$ cat src/rtl/adc_trig_pkg.sv
package adc_trig_pkg;

  // Code reserved for self-retriggering from the completion flag
  localparam int unsigned FREE_CODE = 0;

  // Rising edge between two consecutive samples
  function automatic logic rise_of(input logic cur, input logic prev);
    return cur & ~prev;
  endfunction

  // Start qualification: edge seen, both enables on, converter idle
  function automatic logic qualify(input logic edge_seen, input logic auto_on,
                                   input logic conv_on, input logic in_use);
    return edge_seen & auto_on & conv_on & ~in_use;
  endfunction

endpackage

$ cat src/rtl/trig_mux.sv
module trig_mux #(
  parameter int unsigned NUM_SRC = 8,
  localparam int unsigned SEL_W  = $clog2(NUM_SRC),
  localparam int unsigned SLOTS  = 1 << SEL_W
) (
  input  logic [SEL_W-1:0]   sel_i,
  input  logic [NUM_SRC-2:0] flags_i,
  input  logic               done_i,
  output logic               mux_o
);

  logic [SLOTS-1:0] src_vec;

  // Slot 0 carries the completion flag, slots 1.. carry peripheral flags,
  // slots past NUM_SRC are tied low.
  genvar gi;
  generate
    for (gi = 0; gi < SLOTS; gi++) begin : g_slot
      if (gi == 0) begin : g_free
        assign src_vec[gi] = done_i;
      end else if (gi < NUM_SRC) begin : g_periph
        assign src_vec[gi] = flags_i[gi-1];
      end else begin : g_pad
        assign src_vec[gi] = 1'b0;
      end
    end
  endgenerate

  assign mux_o = src_vec[sel_i];

endmodule

$ cat src/rtl/trig_edge.sv
module trig_edge
  import adc_trig_pkg::*;
#(
  parameter int unsigned NUM_SRC = 8,
  localparam int unsigned SEL_W  = $clog2(NUM_SRC)
) (
  input  logic             clk,
  input  logic             rst,
  input  logic [SEL_W-1:0] sel_i,
  input  logic             mux_i,
  output logic             samp_o,
  output logic             edge_o
);

  logic [SEL_W-1:0] sel_q;
  logic             samp_q;
  logic             prev_q;
  logic             enter_free;

  assign enter_free = (sel_i == SEL_W'(FREE_CODE)) && (sel_q != SEL_W'(FREE_CODE));

  always_ff @(posedge clk) begin
    if (rst) begin
      sel_q  <= '0;
      samp_q <= 1'b0;
      prev_q <= 1'b0;
    end else begin
      sel_q  <= sel_i;
      samp_q <= mux_i;
      // Entering free running preloads history with the new level: no edge
      prev_q <= enter_free ? mux_i : samp_q;
    end
  end

  assign samp_o = samp_q;
  assign edge_o = rise_of(samp_q, prev_q);

  AST_FREE_MASK: assert property (@(posedge clk) disable iff (rst)
    enter_free |=> !edge_o);

  AST_RISE_ONLY: assert property (@(posedge clk) disable iff (rst)
    edge_o |-> $past(mux_i));

  AST_LEVEL_TRACK: assert property (@(posedge clk) disable iff (rst)
    samp_o == $past(mux_i) || $past(rst));

endmodule

$ cat src/rtl/trig_gate.sv
module trig_gate
  import adc_trig_pkg::*;
(
  input  logic clk,
  input  logic rst,
  input  logic edge_i,
  input  logic auto_en_i,
  input  logic adc_en_i,
  input  logic busy_i,
  output logic start_o
);

  logic start_q;

  always_ff @(posedge clk) begin
    if (rst) start_q <= 1'b0;
    else     start_q <= qualify(edge_i, auto_en_i, adc_en_i, busy_i);
  end

  assign start_o = start_q;

  AST_ONE_CYCLE: assert property (@(posedge clk) disable iff (rst)
    start_o |=> !start_o);

  AST_AUTO_GATE: assert property (@(posedge clk) disable iff (rst)
    start_o |-> $past(auto_en_i));

  AST_ADC_GATE: assert property (@(posedge clk) disable iff (rst)
    start_o |-> $past(adc_en_i));

  AST_BUSY_DROP: assert property (@(posedge clk) disable iff (rst)
    start_o |-> !$past(busy_i));

endmodule

$ cat src/rtl/adc_trig_sel.sv
module adc_trig_sel #(
  parameter int unsigned NUM_SRC = 8,
  localparam int unsigned SEL_W  = $clog2(NUM_SRC)
) (
  input  logic               clk,
  input  logic               rst,
  input  logic               auto_en,
  input  logic               adc_en,
  input  logic [SEL_W-1:0]   trig_sel,
  input  logic [NUM_SRC-2:0] periph_flags,
  input  logic               conv_done,
  input  logic               busy,
  output logic               start_o,
  output logic               trig_level
);

  logic mux_w;   // selected source, combinational
  logic samp_w;  // selected source, sampled
  logic edge_w;  // rising edge of the sampled source

  trig_mux #(.NUM_SRC(NUM_SRC)) u_mux (
    .sel_i   (trig_sel),
    .flags_i (periph_flags),
    .done_i  (conv_done),
    .mux_o   (mux_w)
  );

  trig_edge #(.NUM_SRC(NUM_SRC)) u_edge (
    .clk    (clk),
    .rst    (rst),
    .sel_i  (trig_sel),
    .mux_i  (mux_w),
    .samp_o (samp_w),
    .edge_o (edge_w)
  );

  trig_gate u_gate (
    .clk       (clk),
    .rst       (rst),
    .edge_i    (edge_w),
    .auto_en_i (auto_en),
    .adc_en_i  (adc_en),
    .busy_i    (busy),
    .start_o   (start_o)
  );

  assign trig_level = samp_w;

  AST_START_FROM_EDGE: assert property (@(posedge clk) disable iff (rst)
    start_o |-> $past(edge_w));

  AST_RESET_QUIET: assert property (@(posedge clk) disable iff (rst)
    start_o |-> !$past(rst));

endmodule

$ cat config.mk
export PLATFORM = sky130hd
export DESIGN_NAME = adc_trig_sel
export DESIGN_NICKNAME = d
export VERILOG_FILES = /design/src/rtl/adc_trig_pkg.sv /design/src/rtl/trig_mux.sv /design/src/rtl/trig_edge.sv /design/src/rtl/trig_gate.sv /design/src/rtl/adc_trig_sel.sv
export SDC_FILE = /design/constraint.sdc
export NUM_CORES = 1
export LEC_CHECK = 0
export ABC_AREA = 1
export BUFFER_PORTS_ARGS = -buffer_cell sky130_fd_sc_hd__clkbuf_2
export CAP_MARGIN = 20
export CELL_PAD_IN_SITES_DETAIL_PLACEMENT = 0
export CELL_PAD_IN_SITES_GLOBAL_PLACEMENT = 1
export CORE_AREA = 5 5 42 44
export DETAILED_ROUTE_END_ITERATION = 8
export DIE_AREA = 0 0 47 49
export HOLD_SLACK_MARGIN = 0.12
export PLACE_DENSITY_LB_ADDON = 0.1
export SLEW_MARGIN = 15
export SYNTH_ARGS = -nofsm -noshare
export SYNTH_HDL_FRONTEND = slang
export SYNTH_SLANG_ARGS = --single-unit
$ cat constraint.sdc
create_clock -name clk -period 1.3 [get_ports clk]
set_clock_uncertainty 0.15 [all_clocks]
set_input_delay 0.065 -clock clk [delete_from_list [all_inputs] [get_ports clk]]
set_output_delay 0.065 -clock clk [all_outputs]
set_load 0.02 [all_outputs]
==> impl_metrics.toml, run 1 <==
[power_and_ir_drop]
seq_power_share = 0.426
switching_share = 0.248
vdd_drop_max_uv = 169
p_comb_frac = 0.211
power.density_nw_per_um2 = 902
power.switching_uw = 115
clkPwrFrac = 0.363
power.leakage_nw = 0.304
power.internal_uw = 349

[setup_path]
cp.arrival_ns = 1.19
r2r_cells = 6
path_max_fanout = 6
reg2reg_from = "u_edge.sel_q[1]$_SDFF_PP0_"
worst_setup_path_start_kind = "input pin"
endpoint = "u_edge.prev_q$_SDFF_PP0_"
crit_start = "trig_sel[0]"
worstPathRequired_ns = 1.28
ff2ff_setup_slack_ns = 0.40
cp-end-kind = "register"
worstSetupPathType = "input pin to register"
worstReg2RegEnd = "u_edge.prev_q$_SDFF_PP0_"

[clock_tree]
clock_sink_count = 6
clockBufferDepth = 2
numCtsBuffers = 3
clk_pin_slew_worst_paths_ns = 0.05
cts_tree = "built"
root_buffer = "clkbuf_4"
clock_latency_ns = 0.24
h-tree-depth = 1

[global_routing]
overflow = 0
grt_pass1_wl_um = 1400
grt_pass1_vias = 377
antenna_found_initial = 0
grt_max_degree = 7
grt_use_total = 0.0873

[synth]
async_flop_share = 0
synth_most_common_cell = "inv_1"
synth.yosys.seq_area_share = 0.382
synth.top_cells.by_count = "inv_1 (14), nand2_1 (12), dfxtp_1 (6), nor2_1 (6), nand3_1 (5)"
synth-edff-count = 0
synth-seq-cells = 6
yosys.area.top_type_share = 0.382
netlist-cell-type-count = 10
synth_area_sq_um = 314
syn_nets = 66
ys_warn_count = 0
syn-instance-count = 50
synthFlopType = "dfxtp_1"
synth.area.top_cells = "dfxtp_1 (38%), inv_1 (17%), nand2_1 (14%), nand3_1 (8.0%), nor2_1 (7.2%)"
yosys.area.top_type = "dfxtp_1"
syn_area_per_cell_sq_um = 6.28

[routing]
finalWirelength_um = 803
drtPass1Iterations = 6
vias = 368
viasPerCell = 4.00
drc = 0
initialDrtViolationCount = 6
final_antenna_net_count = 0
avgRoutedWirePerCell_um = 8.73

[finish]
regArea_sq_um = 120
multi_input_area_sq_um = 143
layout-drive-gt1-share = 0.329
fin_nets = 94
postLayoutCoreUtil = 0.367
n_antenna_cell = 0
areaGrowthSynthToFinish_pct = 63.7
num-fill-cells = 155

[die]
core_area_sq_um = 1400
start_util = 0.224
core.rowCount = 14
die_area_sq_um = 2300
fp.dieH_um = 49
ios = 18
fp.dieW_um = 47

[sta]
fmax_mhz = 826
fin_crit_sh = 0.931
fin_tns_setup_ns = 0
hold_viol = 0
slew_violations = 0
max_slew_margin = 0.886
period_needed_ns = 1.21
setup-violations-final = 0
rsz0062_at_grt = "false"
final.setup.worst_slack_ns = 0.0896
tightest_slew_ns = 0.170

[job]
cap_violations = 0

[hold_path]
hp-start = "periph_flags[3]"
hold_class = "input pin to register"

[status]
status = "finished clean"

[placed_design]
gp_congestion = 0.675
dp_hpwl_um = 629
port_buffers = 17
place_ws_ns = 0.350
==> registers in the layout, indices dropped and copies added (netlist names) <==
name            cells
u_gate.start_o      1
u_edge.sel_q        3
u_edge.prev_q       1
u_edge.samp_o       1
==> placed cells by master (no fill, tap or decap) <==
cell,instances
dfxtp_1,6
nand2_1,12
dlygate4sd3_1,7
nor3_2,1
nand3_1,5
inv_4,1
inv_1,14
nand2_2,1
nor2_1,6
clkbuf_4,3
clkbuf_2,16
nor3_1,1
nand3_2,2
a21oi_2,1
==> per-layer routing <==
layer,global-route usage,vias to the layer above,wire (um)
met4,0.0691,0,10
met1,0.0945,152,288
met2,0.133,16,429
li1,-,198,-
met3,0.0258,2,75
met5,0,-,0
==> kinds of logic (layout without fill, tap and decap cells) <==
logic type / Yosys count / count (layout) / share of synthesized area
and+or+nand+nor: 28 / 28 / 0.410
buffers and inverters: 15 / 41 / 0.179
DFF: 6 / 6 / 0.382
AOI/OAI and AO/OA: 1 / 1 / 0.0279
==> cell type report <==
class	instances	area share
timing repair buffer	23	0.292
sequential	6	0.234
multi-input combinational	29	0.277
inverter	15	0.114
clock buffer	3	0.0438
tap	16	0.0389
==> critical path, stage by stage <==
cell,delay [ns]
dlygate4sd3_1,0.53
clkbuf_2,0.17
inv_4,0.09
nand2_1,0.05
nand3_1,0.07
nand3_2,0.08
nand2_2,0.08
a21oi_2,0.05
==> power by group through the flow <==
stage	combinational (mW)	clock, mW	sequential (mW)
detailed placement	0.0824	0	0.201
global route	0.112	0.185	0.199
CTS	0.0989	0.178	0.198
global placement	0.0843	0	0.201
finish	0.0977	0.168	0.198
floorplan	0.0408	0	0.205
==> repair_timing <==
action	4_1_cts	5_1_grt
setup buffers	0	0
gates resized for setup	0	2
hold buffers	7	0
endpoints found under the hold margin	6	0
endpoints found under the setup margin	0	1
==> stage by stage <==
stage / total power [mW] / cells / area (sq um) / hold slack (ns)
global placement: 0.286 / 83 / 419 / 0.164
floorplan: 0.246 / 50 / 314 / -0.0126
detailed placement: 0.284 / 83 / 419 / 0.167
global route: 0.496 / 92 / 514 / 0.155
CTS: 0.475 / 93 / 512 / 0.122
finish: 0.464 / 92 / 514 / 0.119
==> worst min-delay path by stage <==
stage,end,cells after the start,slack (ns)
after global placement,u_gate.start_o$_SDFF_PP0_,3,0.16
after floorplan,u_edge.samp_o$_SDFF_PP0_,1,-0.01
after detailed placement,u_edge.samp_o$_SDFF_PP0_,2,0.17
after CTS,u_edge.samp_o$_SDFF_PP0_,7,0.12
final,u_edge.samp_o$_SDFF_PP0_,7,0.12
after global routing,u_edge.samp_o$_SDFF_PP0_,7,0.15
Power figures use the tool's default switching activity.
==> inputs of run 2 (changes only) <==
--- a/config.mk
+++ b/config.mk
@@ -14,6 +14,7 @@
 export DETAILED_ROUTE_END_ITERATION = 8
 export DIE_AREA = 0 0 47 49
 export HOLD_SLACK_MARGIN = 0.12
+export MAX_ROUTING_LAYER = met4
 export PLACE_DENSITY_LB_ADDON = 0.1
 export SLEW_MARGIN = 15
 export SYNTH_ARGS = -nofsm -noshare
==> constraint.sdc (replaced) <==
create_clock -name clk -period 1.5 [get_ports clk]
set_clock_uncertainty 0.15 [all_clocks]
set_input_delay 0.075 -clock clk [delete_from_list [all_inputs] [get_ports clk]]
set_output_delay 0.075 -clock clk [all_outputs]
set_load 0.02 [all_outputs]
==> run 2 against run 1 <==
Combinational power is 17% lower. Worst setup slack better by 0.017 ns. Sequential cell count stayed put. Cell area is 1.5% lower. Core utilization is 0.54 points lower. Power is 16% lower. Sequential power is 13% lower. Non-clock buffer count stayed put. Register-to-register slack better by 0.20 ns. Sequential share of layout area is 0.35 points higher. Wire length is 14% lower. Worst hold slack better by 0.023 ns. Largest cell class unchanged. Largest power group unchanged.
==> impl_metrics.toml, run 2 (synthesized netlist as in run 1, its figures left out) <==
[power_and_ir_drop]
seq_power_share = 0.440
p_comb_frac = 0.207
vdd_drop_max_uv = 169
power.density_nw_per_um2 = 771
clkPwrFrac = 0.353
switching_share = 0.233
power.internal_uw = 300
power.switching_uw = 90.9
power.total_uw = 391
power.leakage_nw = 0.303

[finish]
largest_reg_flops = 3
areaGrowthSynthToFinish_pct = 61.4
stdcell_count = 92
final_cell_area_sq_um = 507
layout-drive-gt1-share = 0.342
fin_nets = 94
final_common_cell = "clkbuf_2"
num-fill-cells = 172
n_antenna_cell = 0
final_cell_mix = "clkbuf_2 (17), inv_1 (14), nand2_1 (12)"
max_flop_register = "u_edge.sel_q"

[global_routing]
overflow = 0
antenna_found_initial = 0
grt_pass1_wl_um = 1230
grt_max_degree = 7
grt_pass1_vias = 326
grt_use_total = 0.0787

[setup_path]
slowest_delay_ns = 0.56
path_max_fanout = 1
cp-end-kind = "register"
cp.arrival_ns = 1.41
crit_chain = "dlygate4sd3_1 -> clkbuf_2 -> nand3_1 -> dlygate4sd3_1 -> nor3_2"
critical-path-slowest-cell = "dlygate4sd3_1"
r2r_cells = 6
ff2ff_setup_slack_ns = 0.60
worstSetupPathType = "input pin to register"
cp_common_cell = "dlygate4sd3_1"
worstPathRequired_ns = 1.52
worst_setup_path_start_kind = "input pin"

[sta]
fin_tns_setup_ns = 0
tightest_slew_ns = 0.199
setup-violations-final = 0
fin_crit_sh = 0.929
max_slew_margin = 0.866
slew_violations = 0
hold_viol = 0
fmax_mhz = 717
period_needed_ns = 1.39
final.setup.worst_slack_ns = 0.106
rsz0062_at_grt = "false"

[hold_path]
holdPathStages = 7
hold_class = "input pin to register"

[clock_tree]
cts_tree = "built"
clock_sink_count = 6
numCtsBuffers = 3
clock_latency_ns = 0.23
clk_pin_slew_worst_paths_ns = 0.04
root_buffer = "clkbuf_4"
clockBufferDepth = 2
h-tree-depth = 1
cts_setup_buffers = 0

[routing]
initialDrtViolationCount = 1
vias = 344
finalWirelength_um = 692
avgRoutedWirePerCell_um = 7.52
drtPass1Iterations = 2
final_antenna_net_count = 0
drc = 0
viasPerCell = 3.74

[placed_design]
gp_congestion = 0.652
port_buffers = 17
place_ws_ns = 0.548
dpl_cell_area_sq_um = 419
placed_cells = 83

[status]
status = "finished clean"

[die]
fp.dieW_um = 47
ios = 18
core.rowCount = 14
fp.dieH_um = 49
die_area_sq_um = 2300
core_area_sq_um = 1400
start_util = 0.224

[job]
cap_violations = 0
[run 2: final timing paths]
| path | startpoint | endpoint |
|---|---|---|
| setup / recovery | adc_en | u_gate.start_o$_SDFF_PP0_ |
| hold / removal | periph_flags[3] | u_edge.samp_o$_SDFF_PP0_ |
| setup reg to reg | u_edge.sel_q[1]$_SDFF_PP0_ | u_edge.prev_q$_SDFF_PP0_ |
| hold reg to reg | u_edge.prev_q$_SDFF_PP0_ | u_gate.start_o$_SDFF_PP0_ |
[run 2: power by group through the flow]
stage               sequential (mW)  clock, mW  combinational [mW]
finish                        0.172      0.138              0.0809
CTS                           0.172      0.145              0.0818
detailed placement            0.174          0              0.0707
floorplan                     0.177          0              0.0353
global placement              0.174          0              0.0718
global route                  0.173      0.159              0.0935
[run 2: area by class of cell]
type	count	area, sq um	share of cell area
timing repair buffer	23	145	0.286
multi-input combinational	29	143	0.281
sequential	6	120	0.237
inverter	15	56.3	0.111
clock buffer	3	22.5	0.0444
tap	16	20.0	0.0395
[run 2: metal layers]
metal | GRT usage | share of wire | up-vias | routed length [um]
met3 | 0.0221 | 0.078 | 2 | 54
li1 | - | - | 197 | -
met4 | 0.0691 | 0.014 | 0 | 10
met1 | 0.0901 | 0.42 | 131 | 293
met5 | - | 0 | - | 0
met2 | 0.106 | 0.48 | 14 | 334
[run 2: per-stage QoR]
stage | util | hold WS (ns)
2_1_floorplan | - | -0.00262
3_3_place_gp | 0.299 | 0.167
3_5_place_dp | 0.299 | 0.172
4_1_cts | 0.358 | 0.143
5_1_grt | 0.362 | 0.186
6_report | 0.362 | 0.142
[run 2: worst max-delay path: cells and delay by family]
family,cells,cell delay (ns)
AND/OR/NAND/NOR,2,0.15
buffers and inverters,3,1.19
[run 2: timing repair]
item,4_1_cts,5_1_grt
resized for setup,0,1
hold buffers,6,1
endpoints found under the hold margin,6,4
setup endpoints to repair,0,2
